<file path="src/rtl/tlc_pkg.sv">
package tlc_pkg;

    typedef enum logic [2:0] {
        POL_DIRECT  = 3'd0,
        POL_CHG_A   = 3'd1,
        POL_CHG_B   = 3'd2,
        POL_CHG_ANY = 3'd3,
        POL_TRIG    = 3'd4
    } policy_e;

    typedef enum logic [1:0] {
        SRC_AB  = 2'd0,
        SRC_AC  = 2'd1,
        SRC_BC  = 2'd2,
        SRC_ABC = 2'd3
    } src_e;

    typedef enum logic [2:0] {
        F_AND    = 3'd0,
        F_NAND   = 3'd1,
        F_OR     = 3'd2,
        F_NOR    = 3'd3,
        F_XOR    = 3'd4,
        F_XNOR   = 3'd5,
        F_SAMPLE = 3'd6,
        F_TRACK  = 3'd7
    } func_e;

    typedef enum logic [1:0] {
        P_GATE   = 2'd0,
        P_FORCE0 = 2'd1,
        P_INVERT = 2'd2,
        P_KEEP   = 2'd3
    } post_e;

    typedef struct packed {
        logic  post_en;
        post_e post;
        src_e  src;
        func_e func;
    } dec_t;

    // low5 equals (mode - 32) modulo 32 for any mode >= 32
    function automatic dec_t decode_mode(input logic post_en, input logic [4:0] low5);
        dec_t d;
        d.post_en = post_en;
        d.func    = func_e'(low5[2:0]);
        d.post    = post_e'(low5[4:3]);
        d.src     = post_en ? SRC_AB : src_e'(low5[4:3]);
        return d;
    endfunction

    function automatic logic pair_gate(input func_e f, input logic x, input logic y);
        logic r;
        case (f)
            F_AND:   r = x & y;
            F_NAND:  r = ~(x & y);
            F_OR:    r = x | y;
            F_NOR:   r = ~(x | y);
            F_XOR:   r = x ^ y;
            F_XNOR:  r = ~(x ^ y);
            default: r = 1'b0;
        endcase
        return r;
    endfunction

    function automatic logic tri_gate(input func_e f, input logic a, input logic b, input logic c);
        logic [1:0] cnt;
        logic r;
        cnt = {1'b0, a} + {1'b0, b} + {1'b0, c};
        case (f)
            F_AND:    r = a & b & c;
            F_NAND:   r = ~(a & b & c);
            F_OR:     r = a | b | c;
            F_NOR:    r = ~(a | b | c);
            F_XOR:    r = cnt[0];
            F_XNOR:   r = ~cnt[0];
            F_SAMPLE: r = (cnt == 2'd1);
            default:  r = (cnt == 2'd2);
        endcase
        return r;
    endfunction

endpackage

</file>
<file path="src/rtl/tlc_mode_ctl.sv">
module tlc_mode_ctl
    import tlc_pkg::*;
#(
    parameter int unsigned MW = 6,
    parameter int unsigned UW = 3,
    parameter int unsigned UPD_BIAS = 0
) (
    input  logic          clk,
    input  logic          rst,
    input  logic          en,
    input  logic          in_a,
    input  logic          in_b,
    input  logic [MW-1:0] mode_eff,
    input  logic [UW-1:0] upd_in,
    output policy_e       policy,
    output logic [MW-1:0] active_mode,
    output logic [MW-1:0] held_mode,
    output logic          prev_a
);
    localparam int unsigned SW = UW + 1;

    logic [SW-1:0] upd_sum;
    logic [SW-1:0] upd_rem;
    logic          prev_b;
    logic          accept;

    assign upd_sum = {1'b0, upd_in} + SW'(UPD_BIAS);
    assign upd_rem = upd_sum % SW'(5);
    assign policy  = policy_e'(upd_rem[2:0]);

    always_comb begin
        case (policy)
            POL_CHG_A:   accept = (in_a != prev_a);
            POL_CHG_B:   accept = (in_b != prev_b);
            POL_CHG_ANY: accept = (in_a != prev_a) || (in_b != prev_b);
            default:     accept = 1'b1;
        endcase
    end

    assign active_mode = accept ? mode_eff : held_mode;

    always_ff @(posedge clk) begin
        if (rst) begin
            held_mode <= '0;
            prev_a    <= 1'b0;
            prev_b    <= 1'b0;
        end else if (en) begin
            held_mode <= active_mode;
            prev_a    <= in_a;
            prev_b    <= in_b;
        end
    end
endmodule

</file>
<file path="src/rtl/tlc_eval.sv">
module tlc_eval
    import tlc_pkg::*;
(
    input  logic clk,
    input  logic rst,
    input  logic en,
    input  logic in_a,
    input  logic in_b,
    input  logic in_c,
    input  dec_t dec,
    output logic result
);
    logic hold_q, arm_q, post_q;
    logic hold_n, arm_n;
    logic x, y, base;

    always_comb begin
        case (dec.src)
            SRC_AC:  begin x = in_a; y = in_c; end
            SRC_BC:  begin x = in_b; y = in_c; end
            default: begin x = in_a; y = in_b; end
        endcase
    end

    always_comb begin
        hold_n = hold_q;
        arm_n  = arm_q;
        if (dec.src == SRC_ABC) begin
            base = tri_gate(dec.func, in_a, in_b, in_c);
        end else begin
            case (dec.func)
                F_SAMPLE: begin
                    if (y && !arm_q) begin
                        hold_n = x;
                        arm_n  = 1'b1;
                    end else if (arm_q && !y) begin
                        arm_n = 1'b0;
                    end
                    base = hold_n;
                end
                F_TRACK: begin
                    if (y) hold_n = x;
                    base = hold_n;
                end
                default: base = pair_gate(dec.func, x, y);
            endcase
        end
    end

    always_comb begin
        if (dec.post_en) begin
            case (dec.post)
                P_GATE:   result = in_c & base;
                P_FORCE0: result = in_c ? 1'b0 : base;
                P_INVERT: result = in_c ^ base;
                default:  result = in_c ? base : post_q;
            endcase
        end else begin
            result = base;
        end
    end

    always_ff @(posedge clk) begin
        if (rst) begin
            hold_q <= 1'b0;
            arm_q  <= 1'b0;
            post_q <= 1'b0;
        end else if (en) begin
            hold_q <= hold_n;
            arm_q  <= arm_n;
            post_q <= result;
        end
    end
endmodule

</file>
<file path="src/rtl/tlc_capture.sv">
module tlc_capture
    import tlc_pkg::*;
(
    input  logic    clk,
    input  logic    rst,
    input  logic    en,
    input  logic    trig,
    input  policy_e policy,
    input  logic    result,
    output logic    cap_q,
    output logic    out_q
);
    logic tarm_q, tarm_n, cap_n, shown;

    always_comb begin
        tarm_n = tarm_q;
        cap_n  = cap_q;
        if (policy == POL_TRIG) begin
            shown = cap_q;
            if (trig && !tarm_q) begin
                tarm_n = 1'b1;
                cap_n  = result;
            end else if (tarm_q && !trig) begin
                tarm_n = 1'b0;
            end
        end else begin
            shown = result;
        end
    end

    always_ff @(posedge clk) begin
        if (rst) begin
            tarm_q <= 1'b0;
            cap_q  <= 1'b0;
            out_q  <= 1'b0;
        end else if (en) begin
            tarm_q <= tarm_n;
            cap_q  <= cap_n;
            out_q  <= shown;
        end
    end
endmodule

</file>
<file path="src/rtl/tri_logic_cell.sv">
module tri_logic_cell
    import tlc_pkg::*;
#(
    parameter int unsigned MW = 6,
    parameter int unsigned UW = 3,
    parameter int unsigned MODE_BIAS = 0,
    parameter int unsigned UPD_BIAS = 0
) (
    input  logic          clk,
    input  logic          rst,
    input  logic          en,
    input  logic          in_a,
    input  logic          in_b,
    input  logic          in_c,
    input  logic          trig,
    input  logic [MW-1:0] mode_in,
    input  logic [UW-1:0] upd_in,
    output logic          out
);
    logic [MW-1:0] mode_eff;
    logic [MW-1:0] active_mode;
    logic [MW-1:0] held_mode;
    logic          prev_a;
    logic          post_en;
    policy_e       policy;
    dec_t          dec;
    logic          result;
    logic          cap_q;

    assign mode_eff = mode_in + MW'(MODE_BIAS);

    tlc_mode_ctl #(.MW(MW), .UW(UW), .UPD_BIAS(UPD_BIAS)) u_ctl (
        .clk(clk), .rst(rst), .en(en), .in_a(in_a), .in_b(in_b),
        .mode_eff(mode_eff), .upd_in(upd_in), .policy(policy),
        .active_mode(active_mode), .held_mode(held_mode), .prev_a(prev_a)
    );

    assign post_en = (active_mode[MW-1:5] != '0);
    assign dec     = decode_mode(post_en, active_mode[4:0]);

    tlc_eval u_eval (
        .clk(clk), .rst(rst), .en(en), .in_a(in_a), .in_b(in_b),
        .in_c(in_c), .dec(dec), .result(result)
    );

    tlc_capture u_cap (
        .clk(clk), .rst(rst), .en(en), .trig(trig), .policy(policy),
        .result(result), .cap_q(cap_q), .out_q(out)
    );
endmodule

</file>
<file path="config.mk">
export PLATFORM = sky130hd
export DESIGN_NAME = tri_logic_cell
export DESIGN_NICKNAME = d
export VERILOG_FILES = /design/src/rtl/tlc_pkg.sv /design/src/rtl/tlc_mode_ctl.sv /design/src/rtl/tlc_eval.sv /design/src/rtl/tlc_capture.sv /design/src/rtl/tri_logic_cell.sv
export SDC_FILE = /design/constraint.sdc
export NUM_CORES = 1
export LEC_CHECK = 0
export CORE_ASPECT_RATIO = 1.25
export CORE_MARGIN = 2
export CORE_UTILIZATION = 49
export DETAILED_ROUTE_END_ITERATION = 8
export GPL_ROUTABILITY_DRIVEN = 0
export MAX_ROUTING_LAYER = met4
export PLACE_DENSITY = 0.72
export SYNTH_ARGS = -nofsm -noshare
export SYNTH_HDL_FRONTEND = slang
export SYNTH_SLANG_ARGS = --single-unit
export TNS_END_PERCENT = 10
</file>
<file path="constraint.sdc">
create_clock -name clk -period 14.48 [get_ports clk]
set_clock_uncertainty 0.1 [all_clocks]
set_input_delay 3.62 -clock clk [delete_from_list [all_inputs] [get_ports clk]]
set_output_delay 3.62 -clock clk [all_outputs]
set_load 0.1 [all_outputs]
</file>
==> results_dict.tcl <==
set metrics [dict create \
    outcome "complete, no violations" \
    p_sw_mw 0.04545 \
    initial_core_util_pct 50.43 \
    port_buffers 16 \
    synth.most_common_cell "nor2_1" \
    leakage_nw 0.6686 \
    wirelength_um 2603 \
    yosys-top-cells-count "25 x nor2_1, 18 x mux2i_1, 14 x dfxtp_1" \
    hp-class "flip-flop to flip-flop" \
    core_area_mm2 0.002628 \
    drt_pass1_iterations 4 \
    synth_fa_ha_area_share_pct 10.01 \
    netlist_instances 156 \
    synth_top_area_share_pct 21.15 \
    tns_ns 0 \
    netlist_area_mm2 0.001325 \
    synth-seq-cells 14 \
    via_per_inst 5.578 \
    end_kind "flip-flop" \
    fp.dieArea_mm2 0.003139 \
    cts_tree "done" \
    wl_per_cell_um 12.64 \
    cts_root_buf "clkbuf_4" \
    drv_cap 0 \
    regArea_um2 280.3 \
    worstPathRequired_ns 14.52 \
    fin_crit_sh_pct 66.41 \
    comb_power_share_pct 43.0 \
    insertedDiodeCount 0 \
    syn-num-nets 182 \
    fin_cells 206 \
    cp_max_fo 14 \
    worstPathArrival_ns 9.65 \
    dieWidth_um 50.51 \
    rr_worst_depth 21 \
    grt_max_degree 23 \
    finalHoldViolCount 0 \
    synth-compound-area-share_pct 20.96 \
    clockBufferDepth 2 \
    seqPwrFrac_pct 33.9 \
    cts_resized 0 \
    grt_usage_pct 18.76 \
    synth_edf_count 0 \
    antenna_left 0 \
    critPathLaunchType "input pin" \
    antenna_found_initial 0 \
    path_class "input pin to flip-flop" \
    ys.flop_type "dfxtp_1" \
    grt_pass1_wl_um 4457 \
    fin_nets 199 \
    powerDensity_mw_per_mm2 82.74 \
    synth_top_family_by_area "multiplexers" \
    fp.dieH_um 62.14 \
    grt_pass1_vias 1047 \
    ios 17 \
    yosys_warnings 0 \
    sw_frac_of_total_pct 35.64 \
    synth-simple-area-share_pct 19.55 \
    nFillCells 238 \
    max_slew.worst_pin.slew_ns 0.9611 \
    slew_headroom_pct 35.73 \
    overflow 0 \
    dpl.cell_count 202 \
    multiInputGateArea_um2 980.9 \
    synth_area_leaders "dfxtp_1 21%, mux2i_1 14%, ha_1 8.5%, nor2_1 7.1%, a211oi_1 6.8%" \
    rows 21 \
    path_clk_slew_ns 0.08 \
    synth_cell_types 41 \
    rsz0062_at_grt "no" \
    postCtsSetupBuffers 0 \
    p_int_mw 0.08209 \
    drcViolationCount 0 \
    synth-seq-area-share_pct 21.15 \
    htree_levels 1 \
    max-vdd-ir-drop_mv 0.05448 \
    synth_xor_area_share_pct 1.983 \
    finalMaxSlewViolations 0 \
    place_hpwl_um 2041 \
    async_flop_share_pct 0 \
    finalCriticalPeriod_ns 9.616 \
    hold_buffers 0 \
    syn_avg_cell_area_um2 8.494 \
    syn2layout_area_growth_pct 16.34 \
    finalSetupViolCount 0 \
    detail_route.iter0.violations 19 \
    vias 1149 \
    clock_latency_ns 0.29 \
    numCtsBuffers 3 \
    drive_gt1_share_pct 10.47 \
    clock.fmax_mhz 104.0 \
    p_clk_share_pct 23.1 \
    muxShareOfSynthArea_pct 21.53 \
    cts_sinks 14 \
    hold_depth 2 \
    synth.largest_area_cell "dfxtp_1" \
]
sequential cells by signal, summed over array words and instances (netlist names):
| signal | cells |
|---|---|
| u_ctl.held_mode | 6 |
| u_cap.cap_q | 1 |
| u_cap.out_q | 1 |
| u_cap.tarm_q | 1 |
| u_ctl.prev_a | 1 |
| u_ctl.prev_b | 1 |
| u_eval.arm_q | 1 |
| u_eval.hold_q | 1 |
| u_eval.post_q | 1 |
cell usage in the layout, fill, tap and decap left out, drive strengths merged, types with 3 or more instances in the layout:
master,netlist,routed
o21ai,4,4
a211oi,13,13
nand2,8,8
clkbuf,3,4
dfxtp,14,14
ha,9,9
a21oi,3,3
clkdlybuf4s50,0,16
nor2,25,25
nor2b,9,9
mux2i,18,18
inv,11,11
mux2,7,7
logic make-up (layout without fill, tap and decap cells):
logic type / count (synthesis) / count (layout)
AOI/OAI and AO/OA: 34 / 34
xor gates and xnor gates: 3 / 3
adders and majority gates: 10 / 10
buffers and inverters: 15 / 31
DFF: 14 / 14
muxes: 26 / 26
and+or+nand+nor: 54 / 54
metrics by stage:
step                      hold WS (ns)  setup slack (ns)  total power, mW  instance area [um^2]  util [%]
final                           0.4038             4.864           0.1275                  1541     58.67
after global routing            0.4285             4.375           0.1378                  1541     58.67
after CTS                       0.4081             4.819           0.1290                  1541     58.67
after detailed placement        0.3895             4.504          0.09933                  1505     57.29
after global placement          0.3727             4.645          0.09775                  1505     57.29
after floorplan                 0.3541             5.993          0.08576                  1325         -
final timing paths:
| check | from | end | slack (ns) |
|---|---|---|---|
| max | upd_in[0] | u_eval.post_q | 4.86 |
| min | u_ctl.held_mode[4] | u_ctl.held_mode[4] | 0.40 |
| max reg2reg | u_ctl.prev_b | u_eval.post_q | 9.10 |
| min reg2reg | u_ctl.held_mode[4] | u_ctl.held_mode[4] | 0.40 |
worst max-delay path, cell delays in order:
cell,delay (ns)
clkdlybuf4s50_1,0.51
inv_1,0.13
ha_1,0.14
inv_1,0.04
ha_1,0.21
a211oi_1,0.35
a211oi_2,0.10
o221ai_2,0.74
mux2_2,0.46
nor2_1,0.16
ha_1,0.26
mux2_2,0.27
inv_1,0.05
ha_1,0.32
nor2b_1,0.11
o21ai_0,0.08
and4_1,0.24
nor3b_1,0.44
o211ai_1,0.16
nand2_1,0.13
ha_1,0.13
inv_1,0.04
mux4_2,0.42
and2_1,0.19
a221oi_2,0.22
a211oi_1,0.11
layout make-up:
class | count | share of cell area [%]
inverter | 11 | 2.679
multi-input combinational | 127 | 63.64
clock buffer | 4 | 2.354
sequential | 14 | 18.18
tap | 34 | 2.760
timing repair buffer | 16 | 10.39
layer usage:
layer	vias up	wire length, um	track usage, %	share of wire [%]
li1	606	-	-	-
met1	520	1159	22.32	45
met2	16	1291	29.28	50
met3	7	84	2.644	3.2
met4	0	68	11.82	2.6
met5	-	0	-	0
power groups by stage:
stage	combinational, mW	sequential (mW)	clock, mW
6_report	0.0548	0.0433	0.0294
5_1_grt	0.0609	0.0437	0.0331
4_1_cts	0.0553	0.0433	0.0304
3_5_place_dp	0.0552	0.0442	0
3_3_place_gp	0.0537	0.0441	0
2_1_floorplan	0.0395	0.0463	0
(Power assumes the default switching activity.)
